$ cat config.mk
export PLATFORM = sky130hd
export DESIGN_NAME = mdio_master
export DESIGN_NICKNAME = d
export VERILOG_FILES = /design/src/rtl/mdio_pkg.sv /design/src/rtl/mdio_clkgen.sv /design/src/rtl/mdio_frame_engine.sv /design/src/rtl/mdio_regs.sv /design/src/rtl/mdio_master.sv
export SDC_FILE = /design/constraint.sdc
export NUM_CORES = 1
export LEC_CHECK = 0
export CORE_MARGIN = 1.5
export CORE_UTILIZATION = 30
export DETAILED_ROUTE_END_ITERATION = 6
export DONT_BUFFER_PORTS = 1
export PLACE_DENSITY_LB_ADDON = 0.05
export SETUP_SLACK_MARGIN = 0.3
export SYNTH_ARGS = -nofsm -noshare
export SYNTH_HDL_FRONTEND = slang
export SYNTH_SLANG_ARGS = --single-unit
$ cat constraint.sdc
create_clock -name clk -period 2 [get_ports clk]
set_clock_uncertainty 0.05 [all_clocks]
set_input_delay 0.2 -clock clk [delete_from_list [all_inputs] [get_ports clk]]
set_output_delay 0.2 -clock clk [all_outputs]
set_load 0.05 [all_outputs]
$ cat src/rtl/mdio_pkg.sv
package mdio_pkg;
  localparam int FRAME_BITS = 64;
  localparam int TA_FIRST   = 46;
  localparam int TA_SECOND  = 47;
  localparam int DATA_FIRST = 48;
  localparam int IDX_W      = $clog2(FRAME_BITS);

  localparam int WORD_CMD  = 0;
  localparam int WORD_ADR  = 1;
  localparam int WORD_WDAT = 2;
  localparam int WORD_RDAT = 3;
  localparam int WORD_STAT = 4;

  localparam int START_BIT = 14;

  typedef struct packed {
    logic [1:0] sof;
    logic [1:0] op;
    logic [4:0] pa;
    logic [4:0] ra;
  } cmd_t;

  function automatic logic is_c45(cmd_t c);
    return c.sof == 2'b00;
  endfunction

  function automatic logic is_read(cmd_t c);
    if (is_c45(c)) return c.op[1];
    else           return c.op == 2'b10;
  endfunction
endpackage

$ cat src/rtl/mdio_clkgen.sv
module mdio_clkgen #(
  parameter int DIV = 8
) (
  input  logic clk,
  input  logic rst_n,
  input  logic run,
  output logic mdc,
  output logic rise_stb,
  output logic fall_stb
);
  localparam int HALF = DIV / 2;
  localparam int CW   = (DIV > 2) ? $clog2(DIV) : 1;

  logic [CW-1:0] cnt_q;

  assign rise_stb = run && (cnt_q == CW'(HALF - 1));
  assign fall_stb = run && (cnt_q == CW'(DIV - 1));

  always_ff @(posedge clk) begin
    if (!rst_n) begin
      cnt_q <= '0;
      mdc   <= 1'b0;
    end else if (!run) begin
      cnt_q <= '0;
      mdc   <= 1'b0;
    end else begin
      cnt_q <= fall_stb ? '0 : cnt_q + 1'b1;
      if (rise_stb)      mdc <= 1'b1;
      else if (fall_stb) mdc <= 1'b0;
    end
  end

  AST_STROBE_EXCL: assert property (@(posedge clk) disable iff (!rst_n)
    $onehot0({rise_stb, fall_stb}));
  AST_MDC_IDLE_LOW: assert property (@(posedge clk) disable iff (!rst_n)
    !run |=> !mdc);
endmodule

$ cat src/rtl/mdio_frame_engine.sv
module mdio_frame_engine
  import mdio_pkg::*;
(
  input  logic        clk,
  input  logic        rst_n,
  input  logic        launch,
  input  cmd_t        cmd,
  input  logic [15:0] tx_data,
  input  logic        rise_stb,
  input  logic        fall_stb,
  input  logic        mdio_i,
  output logic        busy,
  output logic        finish,
  output logic        rd_mode,
  output logic [15:0] rd_data,
  output logic        rd_fail,
  output logic        mdio_o,
  output logic        mdio_oe
);
  logic [FRAME_BITS-1:0] frame_q;
  logic [IDX_W-1:0]      idx_q;
  logic                  busy_q;
  logic                  rd_mode_q;
  logic [15:0]           shin_q;
  logic                  rd_fail_q;
  logic [1:0]            st_field;
  logic [1:0]            ta_field;
  logic                  released;

  assign st_field = is_c45(cmd) ? 2'b00 : 2'b01;
  assign ta_field = is_read(cmd) ? 2'b11 : 2'b10;
  assign finish   = busy_q && fall_stb && (idx_q == IDX_W'(FRAME_BITS - 1));
  assign released = rd_mode_q && (idx_q >= IDX_W'(TA_FIRST));

  always_ff @(posedge clk) begin
    if (!rst_n) begin
      frame_q   <= '0;
      idx_q     <= '0;
      busy_q    <= 1'b0;
      rd_mode_q <= 1'b0;
      shin_q    <= '0;
      rd_fail_q <= 1'b0;
    end else if (launch && !busy_q) begin
      frame_q   <= {32'hFFFF_FFFF, st_field, cmd.op, cmd.pa, cmd.ra, ta_field, tx_data};
      idx_q     <= '0;
      busy_q    <= 1'b1;
      rd_mode_q <= is_read(cmd);
      rd_fail_q <= 1'b0;
    end else if (busy_q) begin
      if (rise_stb && rd_mode_q) begin
        if (idx_q == IDX_W'(TA_SECOND)) rd_fail_q <= mdio_i;
        if (idx_q >= IDX_W'(DATA_FIRST)) shin_q <= {shin_q[14:0], mdio_i};
      end
      if (fall_stb) begin
        if (finish) busy_q <= 1'b0;
        else begin
          idx_q   <= idx_q + 1'b1;
          frame_q <= {frame_q[FRAME_BITS-2:0], 1'b0};
        end
      end
    end
  end

  assign busy    = busy_q;
  assign rd_mode = rd_mode_q;
  assign rd_data = shin_q;
  assign rd_fail = rd_fail_q;
  assign mdio_o  = busy_q ? frame_q[FRAME_BITS-1] : 1'b1;
  assign mdio_oe = busy_q && !released;

  AST_DRIVE_AT_START: assert property (@(posedge clk) disable iff (!rst_n)
    $rose(busy_q) |-> (mdio_oe && mdio_o));
  AST_SHIFT_ON_FALL: assert property (@(posedge clk) disable iff (!rst_n)
    (busy_q && !fall_stb) |=> $stable(mdio_o));
  AST_FAIL_CLEARED: assert property (@(posedge clk) disable iff (!rst_n)
    (launch && !busy_q) |=> !rd_fail_q);
endmodule

$ cat src/rtl/mdio_regs.sv
module mdio_regs
  import mdio_pkg::*;
#(
  parameter int AW = 5
) (
  input  logic          clk,
  input  logic          rst_n,
  input  logic          reg_we,
  input  logic [AW-1:0] reg_addr,
  input  logic [31:0]   reg_wdata,
  output logic [31:0]   reg_rdata,
  input  logic          busy,
  input  logic          finish,
  input  logic          rd_mode,
  input  logic [15:0]   rd_data,
  input  logic          rd_fail,
  output logic          launch,
  output cmd_t          launch_cmd,
  output logic [15:0]   tx_data
);
  localparam int WW = AW - 2;

  logic [WW-1:0] word;
  cmd_t          cmd_q;
  logic [15:0]   adr_q;
  logic [15:0]   wdat_q;
  logic [15:0]   rdat_q;
  logic          stat_q;
  logic          cmd_wr;

  assign word       = reg_addr[AW-1:2];
  assign cmd_wr     = reg_we && (int'(word) == WORD_CMD);
  assign launch     = cmd_wr && reg_wdata[START_BIT] && !busy;
  assign launch_cmd = cmd_t'(reg_wdata[13:0]);
  assign tx_data    = (is_c45(launch_cmd) && launch_cmd.op == 2'b00) ? adr_q : wdat_q;

  always_ff @(posedge clk) begin
    if (!rst_n) begin
      cmd_q  <= '0;
      adr_q  <= '0;
      wdat_q <= '0;
      rdat_q <= '0;
      stat_q <= 1'b0;
    end else begin
      if (cmd_wr && !busy) cmd_q <= launch_cmd;
      if (reg_we && int'(word) == WORD_ADR)  adr_q  <= reg_wdata[15:0];
      if (reg_we && int'(word) == WORD_WDAT) wdat_q <= reg_wdata[15:0];
      if (launch) stat_q <= 1'b0;
      else if (finish && rd_mode) begin
        rdat_q <= rd_data;
        stat_q <= rd_fail;
      end
    end
  end

  always_comb begin
    reg_rdata = '0;
    case (int'(word))
      WORD_CMD:  reg_rdata = {17'd0, busy, cmd_q};
      WORD_ADR:  reg_rdata = {16'd0, adr_q};
      WORD_WDAT: reg_rdata = {16'd0, wdat_q};
      WORD_RDAT: reg_rdata = {16'd0, rdat_q};
      WORD_STAT: reg_rdata = {31'd0, stat_q};
      default:   reg_rdata = '0;
    endcase
  end

  AST_CMD_HOLD_BUSY: assert property (@(posedge clk) disable iff (!rst_n)
    (busy && cmd_wr) |=> $stable(cmd_q));
  AST_RDAT_AT_END: assert property (@(posedge clk) disable iff (!rst_n)
    !finish |=> $stable(rdat_q));
endmodule

$ cat src/rtl/mdio_master.sv
module mdio_master
  import mdio_pkg::*;
#(
  parameter int CLK_DIV = 8,
  parameter int AW      = 5
) (
  input  logic          clk,
  input  logic          rst_n,
  input  logic          reg_we,
  input  logic [AW-1:0] reg_addr,
  input  logic [31:0]   reg_wdata,
  output logic [31:0]   reg_rdata,
  output logic          mdc,
  output logic          mdio_o,
  output logic          mdio_oe,
  input  logic          mdio_i
);
  logic        busy, finish, rd_mode, rd_fail, launch;
  logic        rise_stb, fall_stb;
  logic [15:0] rd_data, tx_data;
  cmd_t        launch_cmd;

  mdio_regs #(.AW(AW)) u_regs (
    .clk(clk), .rst_n(rst_n), .reg_we(reg_we), .reg_addr(reg_addr),
    .reg_wdata(reg_wdata), .reg_rdata(reg_rdata), .busy(busy), .finish(finish),
    .rd_mode(rd_mode), .rd_data(rd_data), .rd_fail(rd_fail), .launch(launch),
    .launch_cmd(launch_cmd), .tx_data(tx_data)
  );

  mdio_clkgen #(.DIV(CLK_DIV)) u_clk (
    .clk(clk), .rst_n(rst_n), .run(busy), .mdc(mdc),
    .rise_stb(rise_stb), .fall_stb(fall_stb)
  );

  mdio_frame_engine u_eng (
    .clk(clk), .rst_n(rst_n), .launch(launch), .cmd(launch_cmd), .tx_data(tx_data),
    .rise_stb(rise_stb), .fall_stb(fall_stb), .mdio_i(mdio_i), .busy(busy),
    .finish(finish), .rd_mode(rd_mode), .rd_data(rd_data), .rd_fail(rd_fail),
    .mdio_o(mdio_o), .mdio_oe(mdio_oe)
  );
endmodule

==> results of run 1 <==
-- layout make-up --
| type | instances | area share |
|---|---|---|
| sequential | 156 | 0.375 |
| inverter | 5 | 0.00237 |
| clock inverter | 14 | 0.0188 |
| clock buffer | 18 | 0.0520 |
| antenna | 1 | 0.000296 |
| timing repair buffer | 70 | 0.105 |
| multi-input combinational | 579 | 0.406 |
| tap | 280 | 0.0415 |
-- per-layer routing --
metal | wire, um | vias up | GRT usage
met1 | 9990 | 2761 | 0.246
met5 | 0 | - | 0
met4 | 155 | 0 | 0.0406
met2 | 9100 | 148 | 0.259
met3 | 1030 | 11 | 0.0454
li1 | - | 2760 | -
-- cells in the final DEF (no fill, tap or decap), types with 5 or more instances in the layout --
| master | instances |
|---|---|
| a21oi_1 | 73 |
| a31oi_1 | 63 |
| buf_12 | 12 |
| buf_4 | 26 |
| clkbuf_16 | 22 |
| conb_1 | 16 |
| dfxtp_1 | 130 |
| dfxtp_2 | 22 |
| dlygate4sd3_1 | 18 |
| inv_6 | 5 |
| mux2_1 | 9 |
| mux2_2 | 8 |
| mux2i_1 | 15 |
| mux4_2 | 15 |
| nand2_1 | 268 |
| nor2_1 | 20 |
| nor2b_4 | 14 |
| o21ai_0 | 28 |
-- worst register-to-register path, stage by stage, from the launching register on --
cell and delay [ns]:
dfxtp_4 0.37, ha_4 0.18, and3_4 0.21, a21oi_4 0.17
buf_12 0.18, buf_16 0.17, nand2_1 0.07, a31oi_1 0.17
-- per-stage QoR --
stage | std cells | utilization
4_1_cts | 1115 | 0.374
2_1_floorplan | 815 | -
6_report | 1123 | 0.385
3_3_place_gp | 1052 | 0.323
3_5_place_dp | 1052 | 0.323
5_1_grt | 1123 | 0.385
-- what timing repair did --
action / CTS / global route
pin swaps: 4 / 4
endpoints found under the setup margin: 121 / 77
buffers inserted: 10 / 1
endpoints found under the hold margin: 83 / 0
gates cloned: 2 / 6
gates resized for setup: 59 / 26
hold buffers: 19 / 0
-- cell usage after synthesis (all sizes together), types with 2 or more instances --
cell type / n / area (um2)
o21ai: 32 / 160
nand3b: 2 / 15.0
mux2i: 15 / 150
mux2: 17 / 191
ha: 4 / 50.1
a31oi: 63 / 394
and2: 5 / 31.3
a21oi: 74 / 370
nand2b: 2 / 12.5
nor4: 2 / 42.5
xnor2: 2 / 17.5
buf: 40 / 295
nand2: 268 / 1010
nor3: 3 / 15.0
nor2: 21 / 78.8
nand3: 5 / 25.0
dfxtp: 156 / 3120
nor3b: 2 / 20.0
o31ai: 3 / 22.5
inv: 4 / 15.0
mux4: 15 / 338
clkbuf: 36 / 166
and4: 2 / 17.5
nor2b: 16 / 100
-- flip-flops by register name (all words and copies together), names as in the netlist --
register / cells
u_eng.busy: 1
u_regs.adr_q: 16
u_regs.rdat_q: 16
u_eng.rd_data: 16
u_eng.rd_mode: 1
u_eng.idx_q: 6
u_regs.wdat_q: 16
u_eng.rd_fail: 1
u_regs.stat_q: 1
u_clk.mdc: 1
u_regs.cmd_q: 14
u_clk.cnt_q: 3
u_eng.frame_q: 64
-- how the worst max path moves through the flow --
| stage | slack (ns) | startpoint | end |
|---|---|---|---|
| after CTS | 0.15 | u_regs.rdat_q[14] | reg_rdata[14] |
| final | 0.21 | u_eng.busy | reg_rdata[14] |
| after global routing | 0.16 | u_regs.rdat_q[4] | reg_rdata[4] |
| after detailed placement | 0.07 | u_eng.busy | u_eng.rd_data[9] |
| after floorplan | 0.31 | reg_addr[2] | reg_rdata[0] |
| after global placement | 0.10 | u_eng.busy | u_eng.rd_data[14] |
-- cell families after synthesis --
group	after synthesis	synth area share
and+or+nand+nor	332	0.207
AOI/OAI and AO/OA	176	0.145
DFF	156	0.463
muxes	47	0.101
buffers and inverters	81	0.0713
adders and majority gates	4	0.00742
xor gates and xnor gates	3	0.00390
other	1	0.000556
-- power by group --
group          leakage [uW]  switching, uW  internal (uW)
Sequential          0.00127           28.0           3150
Clock              0.000282           1420           1900
Combinational       0.00125            246            135
==> impl_metrics.json, run 1 <==
{
  "status": "complete, but fails checks",
  "violations": "design-rule violations",
  "ios": 76,
  "clockBufferDepth": 2,
  "cp_slowest_cell": "mux4_2",
  "rsz0062_at_grt": "yes",
  "hold_class": "in2reg",
  "critPathKind": "reg2out",
  "final_nets": 874,
  "cts_tree": "built",
  "grt_pass1_wl_um": 31100,
  "crit_chain": "mux4_2 > nor2b_4 > buf_6",
  "dr_total_vias": 5680,
  "row_count": 54,
  "wl_um": 20300,
  "cts_buffers": 17,
  "slew_violations": 0,
  "holdPathStages": 3,
  "antenna_found_initial": 1,
  "die_h_um": 153,
  "start_util": 0.307,
  "portBuffers": 0,
  "syn_inst": 800,
  "worst_setup_path_end_kind": "output pin",
  "setup_viol": 0,
  "worstPathArrival_ns": 1.54,
  "routedWlPerCell_um": 18.0,
  "hold_violations": 0,
  "regArea_um2": 3170,
  "syn_to_final_growth_pct": 25.3,
  "fin_ws_ns": 0.211,
  "grt_pass1_vias": 5364,
  "critPathLaunchType": "register",
  "grt_overflow": 0,
  "grt_max_degree": 114,
  "syn_area_um2": 6740,
  "postRouteAntennaNets": 0,
  "hp-start": "rst_n",
  "tightestPinTransition_ns": 0.525,
  "power_leakage_uw": 0.00281,
  "slowest_delay_ns": 0.48,
  "r2r_cells": 7,
  "hold_ws_ns": 0.0491,
  "r2r_setup_slack_ns": 0.37,
  "ir_drop_uv": 435,
  "finalPower_uw": 6880,
  "path_depth": 3,
  "hold-path-endpoint": "u_eng.frame_q[20]",
  "core-area_um2": 22000,
  "fmax_mhz": 559,
  "tns_ns": 0,
  "synth-seq-cells": 156,
  "finalInstanceArea_um2": 8450,
  "yosysWarnings": 0,
  "htree_levels": 4,
  "clk_pin_slew_ns": 0.07,
  "synth_ff_type": "dfxtp_1",
  "gr-usage-all-layers": 0.172,
  "r2r_start": "u_eng.idx_q[1]",
  "synth.distinct_cells": 44,
  "cp_top_family": "multiplexers",
  "ys_seq_area_frac": 0.463,
  "gp_congestion": 0.770,
  "async_reset_ff_frac": 0,
  "fin_crit_ns": 1.79,
  "cts.sinks": 156,
  "critPathBufInv": 1,
  "avgSynthCellArea_um2": 8.43,
  "crit_fanout": 2,
  "cts-root-buf": "clkbuf_16",
  "powerDensity_nw_per_um2": 814,
  "multiInputGateArea_um2": 3430,
  "nFillCells": 2207,
  "die_x_um": 153,
  "layout-drive-gt1-share": 0.200,
  "dp_hpwl_um": 12100,
  "reg2reg_to": "u_eng.frame_q[22]",
  "max-cap-violations": 0,
  "dieArea_um2": 23400,
  "first_pass_iters": 7,
  "drcViolationCount": 2,
  "period_share": 0.895,
  "insertion_delay_ns": 0.42,
  "placed_cell_area_um2": 7090,
  "max_slew_margin": 0.650,
  "pre_cts_ws_ns": 0.0656,
  "via_per_inst": 5.06,
  "required_ns": 1.75,
  "first_iter_violations": 420,
  "synth_edf_count": 0
}
Power figures use the tool's default switching activity.
==> run 2, diff against run 1 <==
--- a/config.mk
+++ b/config.mk
@@ -5,10 +5,11 @@
 export SDC_FILE = /design/constraint.sdc
 export NUM_CORES = 1
 export LEC_CHECK = 0
-export CORE_MARGIN = 1.5
+export CORE_MARGIN = 2
 export CORE_UTILIZATION = 30
 export DETAILED_ROUTE_END_ITERATION = 6
 export DONT_BUFFER_PORTS = 1
+export HOLD_SLACK_MARGIN = 0.06
 export PLACE_DENSITY_LB_ADDON = 0.05
 export SETUP_SLACK_MARGIN = 0.3
 export SYNTH_ARGS = -nofsm -noshare
==> run 2 against run 1 <==
The run now ends clean. Largest power group unchanged. Non-clock buffer count increased by 18. Cell area increased by 7.7%. Global-route usage grew 0.080 points. Utilization increased by 3.0 points. Clock power shrank 2%. First-iteration DRC count fell by 9.5%. Fmax down 4.8%. Sequential power barely moved.
==> impl_metrics.json, run 2 (synthesized netlist as in run 1, its figures left out) <==
{
  "required_ns": 1.75,
  "rsz0062_at_grt": "yes",
  "cts_buffers": 17,
  "syn_to_final_growth_pct": 35.0,
  "grt_util_met2": 0.269,
  "start_util": 0.307,
  "power_frac_comb": 0.057,
  "routedWlPerCell_um": 19.3,
  "max_flop_register": "u_eng.frame_q",
  "hold-path-endpoint": "u_eng.rd_mode",
  "cts.sinks": 156,
  "wl_um": 21900,
  "period_share": 0.940,
  "r2r_start": "u_clk.cnt_q[0]",
  "gp_congestion": 0.706,
  "cts_tree": "built",
  "worstPathArrival_ns": 1.63,
  "r2r_cells": 9,
  "tightestPinTransition_ns": 0.508,
  "layout-drive-gt1-share": 0.298,
  "worst_setup_path_end_kind": "output pin",
  "stdcell_count": 1139,
  "crit_fanout": 2,
  "max-cap-violations": 0,
  "grt_use_met3": 0.0389,
  "row_count": 54,
  "grt_overflow": 0,
  "die_h_um": 154,
  "ios": 76,
  "first_iter_violations": 380,
  "clk_pin_slew_ns": 0.06,
  "finalPower_uw": 6850,
  "fmax_mhz": 532,
  "antenna_found_initial": 1,
  "hold_class": "in2reg",
  "powerDensity_nw_per_um2": 752,
  "holdPathStages": 3,
  "max_slew_margin": 0.661,
  "gr-usage-all-layers": 0.173,
  "largest_reg_flops": 64,
  "first_pass_iters": 5,
  "hold_violations": 0,
  "via_per_inst": 5.02,
  "core-area_um2": 22000,
  "status": "finished, final reports clean",
  "tns_ns": 0,
  "final_nets": 891,
  "dr_total_vias": 5713,
  "power_frac_seq": 0.465,
  "cts-root-buf": "clkbuf_16",
  "r2r_setup_slack_ns": 0.23,
  "reg2reg_to": "u_eng.frame_q[12]",
  "top_usage_layer": "met2",
  "regArea_um2": 3160,
  "switching_power_uw": 1650,
  "hp-start": "reg_wdata[11]",
  "grt_pass1_vias": 5349,
  "grt_pass1_wl_um": 31700,
  "clockBufferDepth": 2,
  "internal_power_uw": 5200,
  "grt_util_met1": 0.246,
  "htree_levels": 4,
  "multiInputGateArea_um2": 3810,
  "die_x_um": 154,
  "setup_viol": 0,
  "hold_ws_ns": 0.112,
  "layout_commonest_cell": "nand2_1",
  "slew_violations": 0,
  "critPathLaunchType": "register",
  "drcViolationCount": 0,
  "fin_crit_ns": 1.88,
  "placed_cells": 1045,
  "grt_max_degree": 58,
  "power_leakage_uw": 0.00350,
  "ir_drop_uv": 548,
  "p_sw_frac": 0.241,
  "postRouteAntennaNets": 0,
  "mostFrequentLayoutCells": "nand2_1 (203), dfxtp_1 (133), a21oi_1 (68)",
  "dp_hpwl_um": 11800,
  "critPathKind": "reg2out",
  "portBuffers": 0,
  "nFillCells": 2156,
  "dieArea_um2": 23700,
  "p_clk_frac": 0.478,
  "insertion_delay_ns": 0.42
}
==> run 2: cell count changes in the layout (fill, tap and decap cells not counted), moves of 5 or more <==
cell / before / now
nand2_4: 0 / 32
nand2_1: 268 / 203
nand2_2: 0 / 33
buf_6: 4 / 12
a21oi_1: 73 / 68
a21oi_2: 0 / 5
==> run 2: routing by layer <==
layer  routed length, um  vias up  share of wire
li1                    -     2803              -
met1               10700     2788           0.49
met2               10200      107           0.47
met3                 814       15          0.037
met4                 251        0          0.011
met5                   0        -              0
==> run 2: worst max-delay path by stage <==
stage / endpoint / from / slack (ns)
after global routing: reg_rdata[14] / u_eng.busy / 0.08
after global placement: u_eng.rd_data[14] / u_clk.cnt_q[0] / 0.21
after CTS: reg_rdata[14] / u_eng.busy / 0.1
final: reg_rdata[14] / u_eng.busy / 0.12
after detailed placement: u_eng.rd_data[13] / u_clk.cnt_q[0] / 0.18
after floorplan: reg_rdata[0] / reg_addr[2] / 0.31
==> run 2: worst max-delay path: stages (launching register included) <==
cell and delay (ns):
dfxtp_4 0.35, buf_6 0.11, mux4_2 0.45, nor2b_4 0.15
buf_8 0.14
==> run 2: repair_timing <==
action | 4_1_cts | 5_1_grt
gates cloned | 5 | 12
hold buffers | 20 | 1
setup buffers | 11 | 13
endpoints found under the setup margin | 119 | 100
resized for setup | 67 | 140
hold endpoints to repair | 83 | 2
pin swaps | 4 | 127
==> run 2: power by group through the flow <==
stage / clock network (uW) / logic, uW / registers, uW
after floorplan: 0 / 300 / 3240
after global placement: 0 / 300 / 3250
after detailed placement: 0 / 304 / 3250
after CTS: 3330 / 379 / 3180
after global routing: 3490 / 419 / 3190
final: 3270 / 390 / 3190
==> run 2: through the flow <==
stage / util / worst slack [ns] / instance area, um2
floorplan: - / 0.309 / 6840
global placement: 0.319 / 0.211 / 7010
detailed placement: 0.319 / 0.181 / 7010
CTS: 0.376 / 0.0964 / 8250
global route: 0.415 / 0.0801 / 9100
finish: 0.415 / 0.120 / 9100
==> run 2: final cells by class <==
| class | count | area share |
|---|---|---|
| multi-input cells | 578 | 0.418 |
| inverters | 5 | 0.00220 |
| clock inverters | 12 | 0.0153 |
| repair buffers | 88 | 0.128 |
| well taps | 280 | 0.0385 |
| flip-flops and latches | 156 | 0.348 |
| clock buffers | 19 | 0.0498 |
| diodes | 1 | 0.000275 |
==> run 3, diff against run 2 <==
--- a/config.mk
+++ b/config.mk
@@ -11,7 +11,9 @@
 export DONT_BUFFER_PORTS = 1
 export HOLD_SLACK_MARGIN = 0.06
 export PLACE_DENSITY_LB_ADDON = 0.05
+export RECOVER_POWER = 50
 export SETUP_SLACK_MARGIN = 0.3
 export SYNTH_ARGS = -nofsm -noshare
 export SYNTH_HDL_FRONTEND = slang
 export SYNTH_SLANG_ARGS = --single-unit
+export TNS_END_PERCENT = 20
==> run 3 against run 2 <==
Hold slack got worse by 0.018 ns. Largest cell class unchanged. Largest power group is now sequential cells. Via count decreased by 1.8%. Highest routed layer unchanged. Critical path type is now reg2reg. Cell area shrank 7.8%. Sequential cell count unchanged. Power down 1.8%. Count of clock-buffer cells in the layout is the same.
==> impl_metrics.json, run 3 (synthesized netlist as in run 1, its figures left out) <==
{
  "first_iter_violations": 290,
  "dr_total_vias": 5609,
  "die_x_um": 154,
  "grt_max_degree": 114,
  "ir_drop_uv": 503,
  "postRouteAntennaNets": 0,
  "antenna_found_initial": 1,
  "fmax_mhz": 553,
  "grt_pass1_wl_um": 31100,
  "hold_ws_ns": 0.0936,
  "worst_setup_path_end_kind": "register",
  "n_antenna_cell": 0,
  "routedWlPerCell_um": 18.1,
  "gr-usage-all-layers": 0.170,
  "die_h_um": 154,
  "cts_buffers": 17,
  "row_count": 54,
  "powerDensity_nw_per_um2": 801,
  "hold_class": "in2reg",
  "dp_hpwl_um": 11700,
  "htree_levels": 4,
  "fin_crit_ns": 1.81,
  "dieArea_um2": 23700,
  "max-cap-violations": 0,
  "slew_violations": 0,
  "placed_cell_area_um2": 7040,
  "grt_overflow": 0,
  "power_leakage_uw": 0.00291,
  "worstPathArrival_ns": 2.04,
  "critPathKind": "reg2reg",
  "max_flop_register": "u_eng.frame_q",
  "finalInstanceArea_um2": 8390,
  "cts-root-buf": "clkbuf_16",
  "hold_violations": 0,
  "critPathLaunchType": "register",
  "cts.sinks": 156,
  "largest_reg_flops": 64,
  "core-area_um2": 22000,
  "tightestPinTransition_ns": 1.40,
  "clk_pin_slew_ns": 0.07,
  "max_slew_margin": 0.0678,
  "via_per_inst": 4.99,
  "required_ns": 2.23,
  "setup_viol": 0,
  "clockBufferDepth": 2,
  "layout_commonest_cell": "nand2_1",
  "layout-drive-gt1-share": 0.190,
  "grt_pass1_vias": 5293,
  "cts_tree": "built",
  "ios": 76,
  "gp_congestion": 0.745,
  "start_util": 0.307,
  "syn_to_final_growth_pct": 24.4,
  "insertion_delay_ns": 0.43,
  "final_nets": 876,
  "tns_ns": 0,
  "rsz0062_at_grt": "yes",
  "wl_um": 20400,
  "fin_ws_ns": 0.191,
  "portBuffers": 0,
  "drcViolationCount": 0,
  "pre_cts_ws_ns": 0.132,
  "status": "finished, final reports clean",
  "first_pass_iters": 5,
  "mostFrequentLayoutCells": "nand2_1 (253), dfxtp_1 (145), a21oi_1 (72)",
  "crit_fanout": 9,
  "period_share": 0.904
}
==> run 3: cell type report <==
cell class              instances  area, um2
clock inverters                13        130
clock buffers                  19        443
inverters                       5       20.0
multi-input cells             578       3410
well taps                     280        350
flip-flops and latches        156       3140
fillers                      2188      13600
repair buffers                 73        888
==> run 3: what timing repair did <==
| item | CTS | global route |
|---|---|---|
| endpoints found under the setup margin | 119 | 124 |
| pin swaps | 3 | 32 |
| endpoints found under the hold margin | 83 | 0 |
| gates cloned | 6 | 5 |
| hold buffers | 18 | 0 |
| setup buffers | 4 | 8 |
| resized for setup | 35 | 43 |
==> run 3: worst paths after layout <==
kind                        from               end  slack, ns  cells after the start
hold reg to reg   u_clk.cnt_q[0]    u_clk.cnt_q[0]       0.39                      1
hold / removal       reg_addr[2]  u_regs.wdat_q[2]       0.09                      4
setup reg to reg      u_eng.busy   u_regs.cmd_q[1]       0.19                      5
setup / recovery      u_eng.busy   u_regs.cmd_q[1]       0.19                      5
==> run 3: metrics by stage <==
stage	util	cells	power, uW
after floorplan	-	815	3540
after global placement	0.320	1051	3550
after detailed placement	0.320	1051	3560
after CTS	0.369	1111	6800
after global routing	0.382	1124	6990
final	0.382	1124	6720
==> run 3: critical path, stage by stage, from the launching register on <==
cell,delay [ns]
dfxtp_4,0.36
clkbuf_2,0.25
nor4_4,0.28
clkbuf_1,0.42
mux2i_1,0.25
nor2_1,0.05
==> run 3: layer usage <==
layer / GRT usage / routed length [um]
met1: 0.233 / 9750
met5: 0 / 0
met3: 0.0364 / 864
met4: 0.0481 / 292
met2: 0.272 / 9490
==> run 3: where the power goes <==
| group | switching (uW) | total [uW] | internal, uW |
|---|---|---|---|
| registers | 29.5 | 3180 | 3150 |
| logic | 242 | 367 | 124 |
| clock network | 1400 | 3180 | 1770 |
| total | 1680 | 6720 | 5050 |
